--- src/rtl/tsc_pkg.sv ---
package tsc_pkg;
  localparam int STAT_W      = 32;
  localparam int SVF_BIT     = 0;
  localparam int NVF_BIT     = 1;
  localparam int TCO_BIT     = 2;
  localparam int MCO_BIT     = 3;
  localparam int TAMP_LSB    = 16;
  localparam int CTL_FAIL_HL = 16;
  localparam int CTL_CFG_SL  = 29;
  localparam int CTL_CFG_HL  = 30;
  localparam int IRQ_SV_BIT  = 0;

  typedef enum logic [1:0] {
    SEL_CFG  = 2'd0,
    SEL_CTL  = 2'd1,
    SEL_STAT = 2'd2,
    SEL_IRQ  = 2'd3
  } wsel_e;
endpackage

--- src/rtl/tsc_sticky_bank.sv ---
module tsc_sticky_bank #(
  parameter int SRC_W = 10
) (
  input  logic             clk,
  input  logic             bat_rst,
  input  logic             sys_rst,
  input  logic [SRC_W-1:0] src,
  input  logic [SRC_W-1:0] en,
  input  logic [SRC_W-1:0] clr_mask,
  input  logic             clr_ok,
  output logic [SRC_W-1:0] sticky_q,
  output logic [SRC_W-1:0] hit,
  output logic             pending
);
  // one capture cell per event source
  for (genvar i = 0; i < SRC_W; i++) begin : g_cell
    assign hit[i] = src[i] & en[i] & ~sys_rst;
    always_ff @(posedge clk) begin
      if (bat_rst)
        sticky_q[i] <= 1'b0;
      else if (!sys_rst)
        sticky_q[i] <= (sticky_q[i] & ~(clr_ok & clr_mask[i])) | hit[i];
    end
  end

  assign pending = |(sticky_q & en);
endmodule

--- src/rtl/tsc_lock_regs.sv ---
module tsc_lock_regs
  import tsc_pkg::*;
#(
  parameter int CFG_W  = 10,
  parameter int DATA_W = 32
) (
  input  logic              clk,
  input  logic              bat_rst,
  input  logic              sys_rst,
  input  logic              wr_en,
  input  wsel_e             wr_sel,
  input  logic [DATA_W-1:0] wr_data,
  input  logic              fully_locked,
  output logic [CFG_W-1:0]  cfg_q,
  output logic              soft_lock,
  output logic              hard_lock,
  output logic              fail_hl
);
  logic ctl_wr, cfg_wr;
  assign ctl_wr = wr_en && (wr_sel == SEL_CTL);
  assign cfg_wr = wr_en && (wr_sel == SEL_CFG) && !soft_lock && !hard_lock && !fully_locked;

  always_ff @(posedge clk) begin
    if (bat_rst) begin
      cfg_q     <= '0;
      soft_lock <= 1'b0;
      hard_lock <= 1'b0;
      fail_hl   <= 1'b0;
    end else if (sys_rst) begin
      soft_lock <= 1'b0;
    end else begin
      if (ctl_wr) begin
        soft_lock <= soft_lock | wr_data[CTL_CFG_SL];
        hard_lock <= hard_lock | wr_data[CTL_CFG_HL];
        fail_hl   <= fail_hl   | wr_data[CTL_FAIL_HL];
      end
      if (cfg_wr)
        cfg_q <= wr_data[CFG_W-1:0];
    end
  end
endmodule

--- src/rtl/tsc_flag_ctrl.sv ---
module tsc_flag_ctrl
  import tsc_pkg::*;
#(
  parameter int DATA_W = 32
) (
  input  logic              clk,
  input  logic              bat_rst,
  input  logic              sys_rst,
  input  logic              wr_en,
  input  wsel_e             wr_sel,
  input  logic [DATA_W-1:0] wr_data,
  input  logic              any_hit,
  input  logic              pending,
  input  logic              fail_hl,
  output logic              svf_q,
  output logic              nvf_q,
  output logic              stop_q,
  output logic              irq_q
);
  logic ien_q;
  logic svf_d, nvf_d, ien_d;
  logic stat_wr;

  assign stat_wr = wr_en && (wr_sel == SEL_STAT);

  always_comb begin
    svf_d = svf_q;
    nvf_d = nvf_q;
    ien_d = ien_q;
    if (bat_rst) begin
      svf_d = 1'b0;
      nvf_d = 1'b1;
      ien_d = 1'b0;
    end else if (sys_rst) begin
      nvf_d = nvf_q | svf_q;
      ien_d = 1'b0;
    end else begin
      if (any_hit)
        svf_d = 1'b1;
      else if (stat_wr && wr_data[SVF_BIT] && nvf_q && !fail_hl && !pending)
        svf_d = 1'b0;
      if (stat_wr && wr_data[NVF_BIT] && !svf_q)
        nvf_d = 1'b0;
      if (wr_en && (wr_sel == SEL_IRQ))
        ien_d = wr_data[IRQ_SV_BIT];
    end
  end

  always_ff @(posedge clk) begin
    svf_q  <= svf_d;
    nvf_q  <= nvf_d;
    ien_q  <= ien_d;
    stop_q <= svf_d | nvf_d;
    irq_q  <= svf_d & ien_d;
  end
endmodule

--- src/rtl/tamper_state_ctrl.sv ---
module tamper_state_ctrl
  import tsc_pkg::*;
#(
  parameter int NUM_TAMPER = 8,
  parameter int DATA_W     = 32
) (
  input  logic                  clk,
  input  logic                  bat_rst,
  input  logic                  sys_rst,
  input  logic                  wr_en,
  input  logic [1:0]            wr_sel,
  input  logic [DATA_W-1:0]     wr_data,
  input  logic [NUM_TAMPER-1:0] tamper_in,
  input  logic                  tc_ovf,
  input  logic                  mc_ovf,
  output logic [STAT_W-1:0]     status_o,
  output logic [NUM_TAMPER+1:0] cfg_o,
  output logic [STAT_W-1:0]     ctrl_o,
  output logic                  stop_o,
  output logic                  sv_irq_o
);
  localparam int SRC_W = NUM_TAMPER + 2;

  wsel_e            sel;
  logic [SRC_W-1:0] src, clr_mask, sticky, hit, cfg;
  logic             pending, svf, nvf, fully_locked, stat_clr_ok;
  logic             soft_lock, hard_lock, fail_hl;

  assign sel          = wsel_e'(wr_sel);
  assign src          = {mc_ovf, tc_ovf, tamper_in};
  assign clr_mask     = {wr_data[MCO_BIT], wr_data[TCO_BIT], wr_data[TAMP_LSB +: NUM_TAMPER]};
  assign fully_locked = svf & ~nvf;
  assign stat_clr_ok  = wr_en && (sel == SEL_STAT) && !fully_locked;

  tsc_sticky_bank #(.SRC_W(SRC_W)) bank_i (
    .clk(clk), .bat_rst(bat_rst), .sys_rst(sys_rst), .src(src), .en(cfg),
    .clr_mask(clr_mask), .clr_ok(stat_clr_ok), .sticky_q(sticky), .hit(hit),
    .pending(pending)
  );

  tsc_lock_regs #(.CFG_W(SRC_W), .DATA_W(DATA_W)) locks_i (
    .clk(clk), .bat_rst(bat_rst), .sys_rst(sys_rst), .wr_en(wr_en), .wr_sel(sel),
    .wr_data(wr_data), .fully_locked(fully_locked), .cfg_q(cfg),
    .soft_lock(soft_lock), .hard_lock(hard_lock), .fail_hl(fail_hl)
  );

  tsc_flag_ctrl #(.DATA_W(DATA_W)) flags_i (
    .clk(clk), .bat_rst(bat_rst), .sys_rst(sys_rst), .wr_en(wr_en && !fully_locked || sel != SEL_STAT && wr_en),
    .wr_sel(sel), .wr_data(wr_data), .any_hit(|hit), .pending(pending),
    .fail_hl(fail_hl), .svf_q(svf), .nvf_q(nvf), .stop_q(stop_o), .irq_q(sv_irq_o)
  );

  always_comb begin
    status_o                         = '0;
    status_o[SVF_BIT]                = svf;
    status_o[NVF_BIT]                = nvf;
    status_o[TCO_BIT]                = sticky[NUM_TAMPER];
    status_o[MCO_BIT]                = sticky[NUM_TAMPER+1];
    status_o[TAMP_LSB +: NUM_TAMPER] = sticky[NUM_TAMPER-1:0];
    ctrl_o                           = '0;
    ctrl_o[CTL_FAIL_HL]              = fail_hl;
    ctrl_o[CTL_CFG_SL]               = soft_lock;
    ctrl_o[CTL_CFG_HL]               = hard_lock;
  end

  assign cfg_o = cfg;
endmodule

--- config.mk ---
export PLATFORM = sky130hd
export DESIGN_NAME = tamper_state_ctrl
export DESIGN_NICKNAME = d
export VERILOG_FILES = /design/src/rtl/tsc_pkg.sv /design/src/rtl/tsc_sticky_bank.sv /design/src/rtl/tsc_lock_regs.sv /design/src/rtl/tsc_flag_ctrl.sv /design/src/rtl/tamper_state_ctrl.sv
export SDC_FILE = /design/constraint.sdc
export NUM_CORES = 1
export LEC_CHECK = 0
export CAP_MARGIN = 10
export CORE_UTILIZATION = 37
export CTS_BUF_LIST = sky130_fd_sc_hd__clkbuf_2
export CTS_CLUSTER_DIAMETER = 100
export DETAILED_ROUTE_END_ITERATION = 6
export PLACE_DENSITY = 0.87
export SYNTH_ARGS = -nofsm -noshare
export SYNTH_HDL_FRONTEND = slang
export SYNTH_SLANG_ARGS = --single-unit
export TNS_END_PERCENT = 30
--- constraint.sdc ---
create_clock -name clk -period 1.75 [get_ports clk]
set_input_delay 0.175 -clock clk [delete_from_list [all_inputs] [get_ports clk]]
set_output_delay 0.175 -clock clk [all_outputs]
set_load 0.005 [all_outputs]
Word-level counts from Yosys, hierarchy flattened
Cells that the tools add are included.
{ "word_totals": {"word_cells": 133, "register_bits": 28} }
{ "classes": {"eq_ne": 4, "n_reduce_logical": 30, "bitwise": 70, "mux": 10} }
{ "ops": {"columns": ["operator", "n"], "rows": [
  ["bitwise AND 1 bit", 42],
  ["OR reduction 10 bit", 2],
  ["logical AND 1 bit", 17],
  ["bitwise OR 1 bit", 15],
  ["NOT 1 bit", 12],
  ["bitwise AND 10 bit", 1],
  ["2-to-1 mux 1 bit", 10],
  ["logical NOT 1 bit", 6],
  ["== test 2 bit, second input constant", 2],
  ["AND reduction 2 bit", 2],
  ["== test 2 x 1 -> 1 bit, second input constant", 1],
  ["logical NOT 2 bit", 1],
  ["inequality test 2 bit, second input constant", 1],
  ["OR reduction 2 bit", 1],
  ["logical OR 1 bit", 1]
]} }

Depth between registers and ports, before layout
{ "depth": {"depth_word": 15, "mapped_depth": 5, "ltp_nobuf": 4} }

Modules after synthesis
From an unflattened synthesis, not the netlist that was laid out.
{ "unflattened": {"hier_cells": 220, "area_unflattened_um2": 1835.5} }
{ "modules_own_cells": {"columns": ["module", "seq_area_each_um2", "instances", "cells_per_inst", "area_each_um2"], "rows": [
  ["tsc_sticky_bank", 200.2, 1, 80, 621.8],
  ["tsc_lock_regs", 260.2, 1, 57, 540.5],
  ["tamper_state_ctrl", 0.0, 1, 63, 466.7],
  ["tsc_flag_ctrl", 100.1, 1, 20, 206.4]
]} }

Worst setup path after synthesis
OpenSTA, ideal clock, no wires.
{ "synth_path": {"kind": "flip-flop to flip-flop", "from": "register flags_i.nvf_q", "to": "register flags_i.stop_q", "setup_ns": 0.135, "arrival_ns": 1.039, "synth_period_minus_slack_ns": 1.173, "path_stages_with_launch": 5, "path_slack_ns": 0.577, "path_buffers": 0, "path_cell_list": "dfxtp_1 nand2b_1 nand4_2 o311ai_4 nand4_1"} }
{ "synth_via": {"elab_chain_len": 15, "word_cells_on_any_way": 21, "cone_classes": "mux: 7; bitwise: 4; reduce/logical: 10"} }
{ "synth_lines": {"columns": ["item", "line", "source"], "rows": [
  ["start, declared", "tsc_flag_ctrl.sv:16", "output logic nvf_q,"],
  ["start signal, assigned", "tsc_flag_ctrl.sv:51", "nvf_q <= nvf_d;"],
  ["NOT 1 bit", "tamper_state_ctrl.sv:32", "assign fully_locked = svf & ~nvf;"],
  ["bitwise AND 1 bit", "tamper_state_ctrl.sv:32", null],
  ["logical NOT 1 bit", "tamper_state_ctrl.sv:48", ".clk(clk), .bat_rst(bat_rst), .sys_rst(sys_rst), .wr_en(wr_en && !fully_locked || sel != SEL_STAT && wr_en),"],
  ["logical AND 1 bit", "tamper_state_ctrl.sv:48", null],
  ["logical OR 1 bit", "tamper_state_ctrl.sv:48", null],
  ["logical AND 1 bit", "tsc_flag_ctrl.sv:24", "assign stat_wr = wr_en && (wr_sel == SEL_STAT);"],
  ["logical AND 1 bit (4 in series)", "tsc_flag_ctrl.sv:40", "else if (stat_wr && wr_data[SVF_BIT] && nvf_q && !fail_hl && !pending)"],
  ["2-to-1 mux 1 bit", "tsc_flag_ctrl.sv:40", null],
  ["2-to-1 mux 1 bit", "tsc_flag_ctrl.sv:38", "if (any_hit)"],
  ["2-to-1 mux 1 bit", "tsc_flag_ctrl.sv:34", "end else if (sys_rst) begin"],
  ["2-to-1 mux 1 bit", "tsc_flag_ctrl.sv:30", "if (bat_rst) begin"],
  ["bitwise OR 1 bit *", "tsc_flag_ctrl.sv:53", "stop_q <= svf_d | nvf_d;"],
  ["end signal, assigned", "tsc_flag_ctrl.sv:53", null],
  ["end, declared", "tsc_flag_ctrl.sv:17", "output logic stop_q,"]
]} }
Mark *: on every way between the ends. The rest lies on a longest branch, timed or not.
A chain may end at the register's enable or synchronous reset.

Final worst setup path
{ "layout_path": {"from": "register flags_i.svf_q", "to": "output port status_o[0]"} }
{ "layout_rtl": {"columns": ["item", "line", "source"], "rows": [
  ["start, declared", "tsc_flag_ctrl.sv:15", "output logic svf_q,"],
  ["start signal, assigned", "tsc_flag_ctrl.sv:50", "svf_q <= svf_d;"],
  ["end, declared", "tamper_state_ctrl.sv:16", "output logic [STAT_W-1:0] status_o,"]
]} }
No word-level cell between the ends.

==> run summary <==
Worst Setup Path Type -> flop to output port
Clock Latency Late Sink -> 360 ps
Period utilization -> 89.92%
Maximum vdd drop -> 307.2 uV
Register share of total power -> 60.2%
Root buf cell -> clkbuf_2
Dpl cells -> 295
Fin Clk Skew -> 6.552 ps
Via count -> 1359
Bufs and invs on worst path -> 1
Hold-fix buffers, CTS -> 0
ANT nets after route -> 0
Post_cts resized -> 0
Switching power -> 0.2875 mW
CTS Buffer Depth -> 2
Period minus WS final -> 1574 ps
Final setup viols -> 0
Row cnt -> 23
# IOs -> 124
Vias per cell -> 4.560
Initial core utilization -> 39.53%
R2R depth -> 4
Max-slew violation count -> 0
Reg clk slew, reported paths -> 250 ps
Critical Path RT -> 1570 ps
Hold Path Sink -> locks_i.cfg_q[5]
Ant diodes -> 0
Detailed-route DRC error count -> 0
Post-CTS Repair Setup Buffers -> 0
Routed len/inst -> 12.23 um
First-pass GRT wire length -> 5451 um
Max-capacitance violation count -> 0
Min-Delay Path Class -> input port to flop
CTS sink count -> 28
RSZ-0062 raised after global routing -> no
Die X -> 68.31 um
Vert. Die Dim -> 68.31 um
Iter 0 DRT Violations -> 63
H-tree depth -> 1
Switch share -> 26.09%
Crit-path cells -> clkdlybuf4s50_1
Reg2Reg Capture Point -> flags_i.stop_q
Gate Count Post-Synth -> 189
Post-Syn Area per Cell -> 8.606 um2
CTS tree -> built
Final cell count without fillers -> 298
Clock Power Share -> 21.1%
GRT Total Usage -> 15.90%
Highest attainable clock frequency -> 0.6355 GHz
Hold depth -> 3
Crit path launch type -> flop
Worst path max stage delay -> 540 ps
Share of cells above drive strength 1 -> 4.839%
Number of port buffers -> 62
Leak Pwr -> 0.9327 nW
Comb pwr share -> 18.7%
Critical-path maximum fanout -> 4
Dpl hpwl -> 2825 um
Setup TNS -> 0 ps
Core Area -> 4115 um2
CP top delay family -> buffers and inverters
Yosys warnings -> 0
Most common cell after layout, fill and taps aside -> clkdlybuf4s50_1
Filler cells -> 405
Drt pass-1 iters -> 4
Worst setup EP type -> output port
Pwr/cell area -> 520.4 nW/um2
Synth Cell Area -> 1627 um2
Slowest CP cell -> clkdlybuf4s50_1
Netlist cell types -> 29
Final estimated routing congestion in global placement -> 0.7299
Beginning of the worst hold path -> wr_data[5]
Final Routed Wirelength -> 3644 um
Final hold violations -> 0
WP data arrival -> 1400 ps
Core Util, Final -> 51.44%
Initial antenna violation count -> 0
Most frequent cells in the layout -> 62 x clkdlybuf4s50_1, 49 x conb_1, 28 x dfxtp_1, 14 x nor2_1
Seq/Total Area, Yosys -> 34.46%
Nets -> 298
GR Overflow Total -> 0
Syn-to-layout area delta -> 30.15%
Hold WS -> 385.6 ps
Vias in the first global route -> 1169
Die ar. -> 4666 um2
CTS buffer count -> 3
R2r setup slk -> 340 ps
Yosys reg bits -> 28
Outcome -> completed
Worst R2R Start -> flags_i.nvf_q
Largest net degree at the start of global routing -> 17
Internal power -> 0.8143 mW
==> worst reg2reg max path: cells and delay by family, from the launching register on <==
| family | cells | cell delay (ps) |
|---|---|---|
| AO/OA/AOI/OAI | 1 | 370 |
| AND/OR/NAND/NOR | 3 | 510 |
| flip-flops | 1 | 450 |
==> metrics by stage <==
stage / cell area [um2] / setup WS, ps / total power [mW]
floorplan: 1807 / 576.9 / 0.8341
global placement: 2102 / 150.1 / 0.8764
detailed placement: 2102 / 114.8 / 0.8790
CTS: 2117 / 161.2 / 1.110
global route: 2117 / 54.05 / 1.170
finish: 2117 / 176.3 / 1.102
==> layout make-up <==
class / instances / area (um2) / share of cell area (%)
multi-input combinational: 137 / 768.2 / 36.29
inverter: 12 / 45.04 / 2.128
timing repair buffer: 68 / 665.6 / 31.44
sequential: 28 / 560.5 / 26.48
tap: 50 / 62.56 / 2.955
clock buffer: 3 / 15.01 / 0.7092
==> synthesized netlist by cell type (all sizes together) <==
cell	count	area share [%]
conb	1	0.23
nand2b	1	0.38
nor2b	1	0.38
a311o	1	0.62
a21oi	12	3.7
nand4	4	1.9
nor3	2	0.62
mux2i	11	6.8
o311ai	1	1.6
o21a	1	0.46
nand3b	10	4.6
a21boi	1	0.46
a22o	2	1.1
and3b	2	1.1
nor2	15	3.6
nand2	3	0.69
inv	12	2.8
dfxtp	28	34
o21ai	11	3.4
a221oi	2	1.1
buf	57	26
a22oi	6	2.8
clkbuf	3	0.69
a31oi	1	0.38
nand3	1	0.31
==> routing by layer <==
metal  GRT usage [%]  wire, um  vias to the layer above
met4           2.344        13                        0
li1                -         -                      657
met5               0         0                        -
met2           27.33      1762                       68
met1           19.01      1550                      632
met3           6.000       318                        2
==> worst max path at each step <==
stage                             start             end  cells after the start
final                     flags_i.svf_q     status_o[0]                      1
after global placement     tamper_in[5]  flags_i.stop_q                      5
after detailed placement   tamper_in[5]  flags_i.stop_q                      5
after global routing      flags_i.svf_q     status_o[0]                      1
after floorplan           flags_i.nvf_q  flags_i.stop_q                      4
after CTS                 flags_i.svf_q     status_o[0]                      1
==> power groups by stage <==
stage	combinational (mW)	clock [mW]	sequential, mW
global placement	0.202	0	0.675
global route	0.228	0.274	0.667
finish	0.206	0.233	0.664
CTS	0.205	0.242	0.664
floorplan	0.161	0	0.673
detailed placement	0.204	0	0.675
==> registers in the layout, indices dropped and copies added (netlist names) <==
name,cells
bank_i.sticky_q,10
locks_i.cfg_q,10
flags_i.ien_q,1
flags_i.irq_q,1
flags_i.nvf_q,1
flags_i.stop_q,1
flags_i.svf_q,1
locks_i.fail_hl,1
locks_i.hard_lock,1
locks_i.soft_lock,1
==> logic make-up after synthesis <==
family / Yosys count / synth area share [%]
buffers and inverters: 72 / 29.38
AND/OR/NAND/NOR: 39 / 13.62
AO/OA/AOI/OAI: 38 / 15.54
flip-flops: 28 / 34.46
multiplexers: 11 / 6.770
other: 1 / 0.2305
(Power assumes the default switching activity.)
